### config.mk
export PLATFORM = sky130hd
export DESIGN_NAME = sorted_list_merger
export DESIGN_NICKNAME = d
export VERILOG_FILES = /design/src/rtl/merge_net_pkg.sv /design/src/rtl/merge_cx_cell.sv /design/src/rtl/merge_layer.sv /design/src/rtl/sorted_list_merger.sv
export SDC_FILE = /design/constraint.sdc
export NUM_CORES = 1
export LEC_CHECK = 0
export ABC_CLOCK_PERIOD_IN_PS = 2200
export BUFFER_PORTS_ARGS = -buffer_cell sky130_fd_sc_hd__buf_4
export CORE_MARGIN = 4
export CORE_UTILIZATION = 52
export DETAILED_ROUTE_END_ITERATION = 8
export HOLD_SLACK_MARGIN = 0.15
export PLACE_DENSITY = 0.75
export SYNTH_ARGS = -nofsm -noshare
export SYNTH_HDL_FRONTEND = slang
export SYNTH_SLANG_ARGS = --single-unit
### constraint.sdc
create_clock -name clk -period 2.2 [get_ports clk]
set_input_delay 0.44 -clock clk [delete_from_list [all_inputs] [get_ports clk]]
set_output_delay 0.44 -clock clk [all_outputs]
set_load 0.005 [all_outputs]
### src/rtl/merge_net_pkg.sv
package merge_net_pkg;

    // Lane x is the lower end of a compare-exchange at distance k in the
    // merge half of an odd-even network over n lanes.
    function automatic bit is_low_lane(input int x, input int k, input int n);
        int first;
        first = (k == n / 2) ? 0 : k;
        if (x < first)      return 1'b0;
        if (x + k >= n)     return 1'b0;
        return ((x - first) % (2 * k)) < k;
    endfunction

    function automatic bit is_high_lane(input int x, input int k, input int n);
        if (x < k) return 1'b0;
        return is_low_lane(x - k, k, n);
    endfunction

endpackage

### src/rtl/merge_cx_cell.sv
module merge_cx_cell #(
    parameter int ADDR_W = 11,
    parameter int SIZE_W = 3,
    localparam int EW = ADDR_W + SIZE_W
) (
    input  logic          clk,
    input  logic          rst_n,
    input  logic [EW-1:0] side_a,
    input  logic [EW-1:0] side_b,
    output logic [EW-1:0] low_out,
    output logic [EW-1:0] high_out
);

    logic swap;

    // Address is the upper field of each entry; a tie keeps side_a low.
    always_comb begin
        swap = side_a[EW-1:SIZE_W] > side_b[EW-1:SIZE_W];
        if (swap) begin
            low_out  = side_b;
            high_out = side_a;
        end else begin
            low_out  = side_a;
            high_out = side_b;
        end
    end

    AST_CX_PERMUTE: assert property (@(posedge clk) disable iff (!rst_n)
        ((low_out == side_a) && (high_out == side_b)) ||
        ((low_out == side_b) && (high_out == side_a)));

    AST_CX_TIE_HOLD: assert property (@(posedge clk) disable iff (!rst_n)
        (side_a[EW-1:SIZE_W] == side_b[EW-1:SIZE_W]) |-> (low_out == side_a));

endmodule

### src/rtl/merge_layer.sv
module merge_layer #(
    parameter int LANES  = 16,
    parameter int DIST   = 8,
    parameter int ADDR_W = 11,
    parameter int SIZE_W = 3,
    localparam int EW = ADDR_W + SIZE_W
) (
    input  logic                clk,
    input  logic                rst_n,
    input  logic                in_vld,
    input  logic [LANES*EW-1:0] in_lanes,
    output logic                out_vld,
    output logic [LANES*EW-1:0] out_lanes
);
    import merge_net_pkg::*;

    localparam logic [EW-1:0] EMPTY = {{ADDR_W{1'b1}}, {SIZE_W{1'b0}}};

    logic [EW-1:0] nxt [LANES];

    for (genvar x = 0; x < LANES; x++) begin : g_lane
        if (is_low_lane(x, DIST, LANES)) begin : g_cx
            merge_cx_cell #(.ADDR_W(ADDR_W), .SIZE_W(SIZE_W)) u_cx (
                .clk      (clk),
                .rst_n    (rst_n),
                .side_a   (in_lanes[x*EW +: EW]),
                .side_b   (in_lanes[(x+DIST)*EW +: EW]),
                .low_out  (nxt[x]),
                .high_out (nxt[x+DIST])
            );
        end else if (!is_high_lane(x, DIST, LANES)) begin : g_pass
            assign nxt[x] = in_lanes[x*EW +: EW];
        end
    end

    always_ff @(posedge clk or negedge rst_n) begin
        if (!rst_n) begin
            out_vld <= 1'b0;
            for (int i = 0; i < LANES; i++) out_lanes[i*EW +: EW] <= EMPTY;
        end else begin
            out_vld <= in_vld;
            for (int i = 0; i < LANES; i++) out_lanes[i*EW +: EW] <= nxt[i];
        end
    end

endmodule

### src/rtl/sorted_list_merger.sv
module sorted_list_merger #(
    parameter int ENTRIES = 8,
    parameter int ADDR_W  = 11,
    parameter int SIZE_W  = 3,
    localparam int LANES  = 2 * ENTRIES,
    localparam int LAYERS = $clog2(ENTRIES) + 1,
    localparam int EW     = ADDR_W + SIZE_W
) (
    input  logic                      clk,
    input  logic                      rst_n,
    input  logic                      in_valid,
    input  logic [ENTRIES*ADDR_W-1:0] a_addr,
    input  logic [ENTRIES*SIZE_W-1:0] a_size,
    input  logic [ENTRIES*ADDR_W-1:0] b_addr,
    input  logic [ENTRIES*SIZE_W-1:0] b_size,
    output logic                      out_valid,
    output logic [ENTRIES*ADDR_W-1:0] out_addr,
    output logic [ENTRIES*SIZE_W-1:0] out_size
);

    localparam logic [ADDR_W-1:0] NO_PAD = '1;

    logic [LANES*EW-1:0] stage_lanes [LAYERS+1];
    logic                stage_vld   [LAYERS+1];

    // Lanes 0..ENTRIES-1 take the first list, the rest the second.
    always_comb begin
        for (int i = 0; i < ENTRIES; i++) begin
            stage_lanes[0][i*EW +: EW] =
                {a_addr[i*ADDR_W +: ADDR_W], a_size[i*SIZE_W +: SIZE_W]};
            stage_lanes[0][(ENTRIES+i)*EW +: EW] =
                {b_addr[i*ADDR_W +: ADDR_W], b_size[i*SIZE_W +: SIZE_W]};
        end
        stage_vld[0] = in_valid;
    end

    for (genvar l = 0; l < LAYERS; l++) begin : g_layer
        merge_layer #(
            .LANES  (LANES),
            .DIST   (ENTRIES >> l),
            .ADDR_W (ADDR_W),
            .SIZE_W (SIZE_W)
        ) u_layer (
            .clk       (clk),
            .rst_n     (rst_n),
            .in_vld    (stage_vld[l]),
            .in_lanes  (stage_lanes[l]),
            .out_vld   (stage_vld[l+1]),
            .out_lanes (stage_lanes[l+1])
        );
    end

    // Only the lower half of the final stage is delivered; the upper lanes
    // have no load and are trimmed away by synthesis.
    logic [ENTRIES*EW-1:0] tail_lanes_unused;
    assign tail_lanes_unused = stage_lanes[LAYERS][LANES*EW-1 : ENTRIES*EW];

    always_comb begin
        for (int i = 0; i < ENTRIES; i++) begin
            out_addr[i*ADDR_W +: ADDR_W] = stage_lanes[LAYERS][i*EW+SIZE_W +: ADDR_W];
            out_size[i*SIZE_W +: SIZE_W] = stage_lanes[LAYERS][i*EW +: SIZE_W];
        end
        out_valid = stage_vld[LAYERS];
    end

    // ---------------- checks ----------------
    logic out_ascending, a_ascending, b_ascending, tail_ok;
    always_comb begin
        out_ascending = 1'b1;
        a_ascending   = 1'b1;
        b_ascending   = 1'b1;
        tail_ok       = 1'b1;
        for (int i = 0; i + 1 < ENTRIES; i++) begin
            if (out_addr[i*ADDR_W +: ADDR_W] > out_addr[(i+1)*ADDR_W +: ADDR_W])
                out_ascending = 1'b0;
            if (a_addr[i*ADDR_W +: ADDR_W] > a_addr[(i+1)*ADDR_W +: ADDR_W])
                a_ascending = 1'b0;
            if (b_addr[i*ADDR_W +: ADDR_W] > b_addr[(i+1)*ADDR_W +: ADDR_W])
                b_ascending = 1'b0;
            if ((out_addr[i*ADDR_W +: ADDR_W] == NO_PAD) &&
                (out_addr[(i+1)*ADDR_W +: ADDR_W] != NO_PAD))
                tail_ok = 1'b0;
        end
    end

    logic [$clog2(LAYERS+1)-1:0] since_rst;
    always_ff @(posedge clk or negedge rst_n) begin
        if (!rst_n)                 since_rst <= '0;
        else if (since_rst < LAYERS) since_rst <= since_rst + 1'b1;
    end

    AST_IN_SORTED: assert property (@(posedge clk) disable iff (!rst_n)
        in_valid |-> (a_ascending && b_ascending));

    AST_OUT_ASCENDING: assert property (@(posedge clk) disable iff (!rst_n)
        out_valid |-> out_ascending);

    AST_INVALID_TAIL: assert property (@(posedge clk) disable iff (!rst_n)
        out_valid |-> tail_ok);

    AST_LATENCY: assert property (@(posedge clk) disable iff (!rst_n)
        (since_rst >= LAYERS) |-> (out_valid == $past(in_valid, LAYERS)));

    AST_IDLE_AFTER_RESET: assert property (@(posedge clk) disable iff (!rst_n)
        (since_rst < LAYERS) |-> !out_valid);

endmodule

---- Word-level counts from Yosys, hierarchy flattened ----
Index checks and enable logic that the tools add are counted.
word-level totals
  output and inout port bits .............. 113
  word-level logic and storage cells ...... 60
  input bits .............................. 227
  register bits ........................... 550
cells by class
  muxes and demuxes ....................... 32
  order comparisons ....................... 20
operators with widths
  kind                 count
  14-bit 2-to-1 mux    32
  11-bit > comparator  20

---- Longest topological paths before layout ----
Gate-level depths: netlist of the first run.
  depth after elaboration ................. 2
  gate-level depth with buffers ........... 10
  depth with buffers taken out ............ 8

---- Hierarchy ----
Synthesis of the first run repeated with hierarchy kept, for this count alone.
unflattened totals
  cell total of the unflattened synthesis .. 2672
  area, all modules ....................... 41466.0 um2
modules (own cells, without submodules)
  module                                                       times used  cells an instance  seq. area each (um2)  area an instance (um2)
  merge_layer                                                  4           225                5850.6                5850.6
  merge_cx_cell at g_layer[0].u_layer.g_lane[0].g_cx.u_cx ...  22          71                 0.0                   721.9
  merge_cx_cell at g_layer[3].u_layer.g_lane[5].g_cx.u_cx ...  3           70                 0.0                   726.9

---- Worst setup path before layout of the first run ----
Ideal clock, no wire load.
  path type ............................... register to register
  start point ............................. register g_layer[2].u_layer.out_lanes[39]
  end point ............................... register g_layer[3].u_layer.out_lanes[14]
  stages on the path, launching flop included .. 10
  setup slack ............................. -80 ps
  clock period less this slack ............ 2280 ps
  setup time .............................. 127 ps
  buffers on the path ..................... 1
  required time ........................... 2073 ps
  arrival ................................. 2153 ps
  path through ............................ dfstp_2 -> inv_1 -> ha_1 -> nand4_1 -> nor2_2 -> o2bb2ai_2 -> nor3_4 -> a41oi_4 -> buf_6 -> mux2_1
on the way
  cells in the longest elaborated chain, start to end .. 2
ends and longest elaborated chain
  element                                                RTL line             RTL
  start: declaration                                     merge_layer.sv:13    output logic [LANES*EW-1:0] out_lanes
  11-bit > comparator                                    merge_cx_cell.sv:18  swap = side_a[EW-1:SIZE_W] > side_b[EW-1:SIZE_W];
  14-bit 2-to-1 mux                                      merge_cx_cell.sv:19  if (swap) begin
  via g_layer[3].u_layer.g_lane[1].g_cx.u_cx.low_out[0]  merge_cx_cell.sv:10  output logic [EW-1:0] low_out,
  end: declaration                                       merge_layer.sv:13
The timed path passes the listed nets, and every way through them passes these cells.

---- Final worst setup path of the first run ----
  start point ............................. register g_layer[2].u_layer.out_lanes[39]
  end point ............................... register g_layer[3].u_layer.out_lanes[15]
Same word-level chain as after synthesis.

==> results of run 1 <==
## worst paths after layout
| check | start | end | slack, ps | cells after the start |
|---|---|---|---|---|
| worst max-delay path | g_layer[2].u_layer.out_lanes[39] | g_layer[3].u_layer.out_lanes[15] | -260 | 9 |
| worst min-delay path | b_addr[36] | g_layer[0].u_layer.out_lanes[160] | 180 | 3 |
| worst max register to register | g_layer[2].u_layer.out_lanes[39] | g_layer[3].u_layer.out_lanes[15] | -260 | 9 |
| worst min register to register | g_layer[0].u_layer.out_lanes[39] | g_layer[1].u_layer.out_lanes[39] | 340 | 0 |
| max in group asynchronous | rst_n | g_layer[1].u_layer.out_lanes[94] | 990 | 4 |
| min in group asynchronous | rst_n | g_layer[2].u_layer.out_lanes[0] | 340 | 2 |
## state kept, by name, summed over array words and instances, names as in the netlist
signal / flops
g_layer.u_layer.out_lanes: 546
g_layer.u_layer.out_vld: 4
## per-stage QoR
stage	cell area (um2)	std cells	total power (uW)	setup slack [ps]
after floorplan	26000	1823	25100	-32.6
after global placement	30900	2953	31200	-255
after detailed placement	30900	2953	31600	-316
after CTS	35700	3287	44300	-131
after global routing	38000	3340	49600	-344
final	38000	3340	47600	-255
## routing by layer
metal	share of wire, %	vias up
met5	0	-
met4	3.7	0
met3	4.2	188
met2	52	547
met1	41	9295
li1	-	8080
## cell usage after synthesis, drive strengths merged
cell and number:
buf 32, o211ai 2, ha 220, nand3 32, a221oi 1, o21ai 71, a41oi 18, inv 221
nand4 37, a21oi 61, o2bb2ai 1, and3 1, dfrtp 121, and2 1, nor2 36, a21o 38
clkbuf 3, nor3 19, mux2 418, nand2 42, dfstp 429, a211oi 19
## kinds of logic (layout without fill, tap and decap cells)
kind of cell / after synthesis / after routing / share of synthesized area [%]
AO/OA/AOI/OAI: 211 / 211 / 6.09
adder cells (fa/ha/maj): 220 / 220 / 10.8
buffers and inverters: 256 / 1155 / 4.57
flip-flops: 550 / 550 / 56.2
multiplexers: 418 / 418 / 18.6
other: 0 / 2 / 0
AND/OR/NAND/NOR: 168 / 169 / 3.68
## critical path, delay by kind of cell (launching register included)
| kind | cells | cell delay, ps |
|---|---|---|
| compound gates | 2 | 530 |
| fa+ha+maj | 1 | 260 |
| buf+inv | 2 | 290 |
| flops | 1 | 550 |
| mux | 1 | 300 |
| simple gates | 3 | 410 |
## power by group
part | switching [uW] | internal, uW
Sequential | 2310 | 14600
Combinational | 8340 | 12400
Clock | 4080 | 5800
Total | 14700 | 32800
## timing repair
action,CTS,global route
hold buffers,201,17
pin swaps,25,80
endpoints found under the setup margin,234,361
gates cloned,8,22
endpoints found under the hold margin,210,17
buffers inserted,24,56
resized for setup,115,361
## layout make-up
| type | instances | area [um2] | area share (%) |
|---|---|---|---|
| antenna | 2 | 5.00 | 0.0132 |
| clock buffer | 77 | 1600 | 4.20 |
| tap | 615 | 769 | 2.02 |
| sequential | 550 | 14300 | 37.6 |
| inverter | 221 | 830 | 2.18 |
| clock inverter | 25 | 329 | 0.865 |
| timing repair buffer | 832 | 7670 | 20.2 |
| multi-input combinational | 1018 | 12500 | 33.0 |
==> results.yml, run 1 <==
timing:
  finalSetupViolCount: 241
  fin_ws_ps: -255
  hold_slack_ps: 185
  finalClockSkew_ps: 30.2
  worst_pin_slew_ps: 755
  rsz0062_at_grt: "yes"
  fmax_mhz: 407
  tns_ps: -26340
  period_needed_ps: 2460
  max_slew_margin_pct: 49.7
  hold_viol: 0
  fin_crit_sh_pct: 112
  slew_violations: 0
power_and_ir_drop:
  power_density_nw_per_um2: 1250
  worst_ir_drop_vdd_mv: 0.816
  p_leak_uw: 0.0177
global_routing:
  grt_pass1_vias: 19100
  grt_busiest_layer: "met2"
  grt_use_met3_pct: 4.20
  grtUsageTotal_pct: 26.3
  grt_pass1_wl_um: 108000
  gr-usage-met2_pct: 46.6
  antenna_found_initial: 2
  grtUsageMet1_pct: 33.9
  grt.overflow.total: 0
  grt_max_degree: 85
clock_tree:
  cts.reportedPaths.clkPinSlew_ps: 70
  h-tree-depth: 2
  clk_latency_ps: 620
  cts_buffers: 54
  cts_tree: "built"
  clock_path_buffers: 3
  cts_sinks: 550
  cts_root_buf: "clkbuf_16"
final_layout:
  fin_util_pct: 79.2
  drive_above_1_share_pct: 67.5
  syn_to_final_growth_pct: 49.5
  finalNetCount: 3124
  n_fill_cell: 2462
  layout_commonest_cell: "buf_4"
  layout_common_cells: "buf_4, dfstp_2, mux2_4"
critical_path:
  start_kind: "register"
  crit_type: "register to register"
  crit_arrival_ps: 2950
  slowest_delay_ps: 550
  cp-end-kind: "register"
  path_max_fanout: 6
  crit_chain: "inv_2 > ha_4 > nand4_1 > nor2_2 > o2bb2ai_2 > nor3_4 > a41oi_4 > clkbuf_16 > mux2_4"
  crit_path_top_delay_cell: "dfstp_2"
  worstPathRequired_ps: 2700
routing:
  dr_total_vias: 18100
  drc: 0
  drt_iter0_markers: 1117
  first_pass_iters: 5
  wirelength_um: 78200
  drt-wirelength-per-cell_um: 23.4
  routed_via_density: 5.42
  drtAntennaViolNets: 0
synthesis:
  yosysTopAreaCellShare_pct: 44.3
  synthCells: 1823
  ys_warn_count: 0
  syn_avg_cell_area_um2: 14.0
  synth_area_um2: 25400
  ys_types: 32
  ys_seq_area_share_pct: 56.2
  yosys_register_bits: 550
  synth_fp_nets: 2270
  synth_area_leader_cell: "dfstp_2"
  netlist_top_cells_area: "dfstp_2, mux2_2, dfrtp_1, ha_1, inv_1"
floorplanning:
  die-height_um: 229
  die_width_um: 229
  die_area_um2: 52500
  coreArea_um2: 48000
  initial_utilization_pct: 53.0
  io_pins: 340
  rows: 80
status:
  outcome: "complete, but fails checks"
  failed_checks: "negative setup slack"
run:
  maxCapViolations: 0
placement:
  io_buffer_count: 339
  hpwl_um: 49300
  gp_congestion: 0.866
hold_path:
  min_path_type: "input pin to register"
Power figures use the tool's default switching activity.
==> run 2, diff against run 1 <==
- CORE_UTILIZATION: 52 -> 54
- SYNTH_HIERARCHICAL: not set -> 1
==> run 2 against run 1 <==
The flow still finishes with violations (negative setup slack); count of clock-buffer cells in the layout grew 3; clock skew is 4.6 ps lower; sequential power shrank 2%; worst setup slack better by 72 ps; critical path type unchanged.
==> results.yml, run 2 <==
synthesis:
  syn_avg_cell_area_um2: 14.7
  ys_warn_count: 6
  synth_fp_nets: 2303
  synth_area_um2: 27300
  synthCells: 1856
timing:
  max_slew_margin_pct: 69.3
  tns_ps: -17680
  period_needed_ps: 2380
  finalClockSkew_ps: 25.6
  fin_crit_sh_pct: 108
  hold_slack_ps: 186
  hold_viol: 0
  finalSetupViolCount: 224
  fmax_mhz: 420
  worst_pin_slew_ps: 460
  rsz0062_at_grt: "yes"
  slew_violations: 0
  fin_ws_ps: -183
final_layout:
  drive_above_1_share_pct: 66.1
  largest_register_ffs: 546
  n_fill_cell: 3066
  reg_top3: "g_layer.u_layer/out_lanes: 546 flops, g_layer.u_layer/out_vld: 4 flops"
  syn_to_final_growth_pct: 35.3
  top_register: "g_layer.u_layer/out_lanes"
  diodes: 0
  fin_cells: 3307
  finalNetCount: 3038
  layout_commonest_cell: "buf_4"
  layout_common_cells: "buf_4, dfstp_2, mux2_4"
floorplanning:
  initial_utilization_pct: 54.5
  io_pins: 340
  rows: 82
  die_width_um: 233
  die-height_um: 233
  coreArea_um2: 50100
  die_area_um2: 54200
power_and_ir_drop:
  pwr-share-clk_pct: 21.4
  switching_share_pct: 28.9
  p_leak_uw: 0.0179
  worst_ir_drop_vdd_mv: 0.686
  comb_power_share_pct: 40.5
  power_density_nw_per_um2: 1180
  seqPwrFrac_pct: 38.1
  p_sw_uw: 12600
  p_int_uw: 30900
routing:
  wirelength_um: 68700
  drc: 0
  dr_total_vias: 17100
  first_pass_iters: 5
  drtAntennaViolNets: 0
  drt_iter0_markers: 750
  drt-wirelength-per-cell_um: 20.8
  routed_via_density: 5.16
placement:
  placed_cells: 2995
  gp_congestion: 0.918
  hpwl_um: 48300
  io_buffer_count: 339
global_routing:
  grtUsageTotal_pct: 24.0
  grt_max_degree: 90
  grt_pass1_wl_um: 101000
  antenna_found_initial: 0
  grt_pass1_vias: 18100
  grt.overflow.total: 0
hold_path:
  min_from: "b_addr[60]"
  min_path_type: "input pin to register"
status:
  outcome: "complete, but fails checks"
  failed_checks: "negative setup slack"
clock_tree:
  cts_buffers: 54
  clock_path_buffers: 3
  cts.reportedPaths.clkPinSlew_ps: 70
  cts_root_buf: "clkbuf_16"
  clk_latency_ps: 600
  cts_sinks: 550
  h-tree-depth: 2
  cts_tree: "built"
critical_path:
  crit_path_start: "g_layer[0].u_layer/out_lanes[121]"
  crit_type: "register to register"
  regToRegStartpoint: "g_layer[0].u_layer/out_lanes[121]"
  cp-end-kind: "register"
  crit_arrival_ps: 2840
  path_max_fanout: 8
  worstPathRequired_ps: 2650
  start_kind: "register"
run:
  maxCapViolations: 0
[run 2: worst paths after layout]
check | to | slack [ps] | cells after the start
max in group asynchronous | g_layer[1].u_layer/out_lanes[73] | 970 | 4
worst min register to register | g_layer[2].u_layer/out_lanes[13] | 330 | 0
worst max register to register | g_layer[1].u_layer/out_lanes[112] | -180 | 8
worst min-delay path | g_layer[0].u_layer/out_lanes[78] | 190 | 3
worst max-delay path | g_layer[1].u_layer/out_lanes[112] | -180 | 8
min in group asynchronous | g_layer[0].u_layer/out_lanes[33] | 670 | 2
[run 2: cell type report]
type	count	area, um2	area share, %
clock buffers	80	1570	4.26
clock inverters	20	249	0.675
inverters	220	826	2.24
multi-input cells	1032	12500	33.8
flip-flops and latches	550	14300	38.8
well taps	672	841	2.28
repair buffers	733	6650	18.0
[run 2: critical path: stages (launching register included)]
cell,delay (ps)
dfstp_2,580
inv_2,60
ha_4,280
nand2_4,50
o21ai_2,100
or3b_4,390
a32o_2,330
buf_12,170
mux2_4,300
[run 2: layer usage]
metal / vias to the layer above / GRT usage (%) / share of wire, % / wire length (um)
li1: 7894 / - / - / -
met1: 8659 / 31.3 / 42 / 29100
met2: 394 / 42.0 / 51 / 35100
met3: 125 / 3.09 / 3.6 / 2440
met4: 0 / 6.93 / 2.9 / 1970
met5: - / 0 / 0 / 0
[run 2: power by group through the flow]
| stage | clock network, uW | registers (uW) | logic, uW |
|---|---|---|---|
| floorplan | 0 | 15700 | 11300 |
| CTS | 9510 | 16500 | 16400 |
| global route | 9960 | 16800 | 18800 |
| global placement | 0 | 16500 | 14700 |
| detailed placement | 0 | 16600 | 15100 |
| finish | 9300 | 16500 | 17600 |
[run 2: through the flow]
stage,worst slack (ps),util (%),area [um2],power (uW)
2_1_floorplan,-51.6,-,27600,27000
3_3_place_gp,-152,63.3,31700,31200
3_5_place_dp,-175,63.3,31700,31700
4_1_cts,-135,71.3,35700,42400
5_1_grt,-233,73.7,36900,45600
6_report,-183,73.7,36900,43400
[run 2: timing repair]
item,in CTS,in global routing
pin swaps,25,50
setup endpoints to repair,245,393
cloned,5,19
hold endpoints to repair,162,0
hold buffers,168,0
setup buffers,10,23
resized for setup,66,138
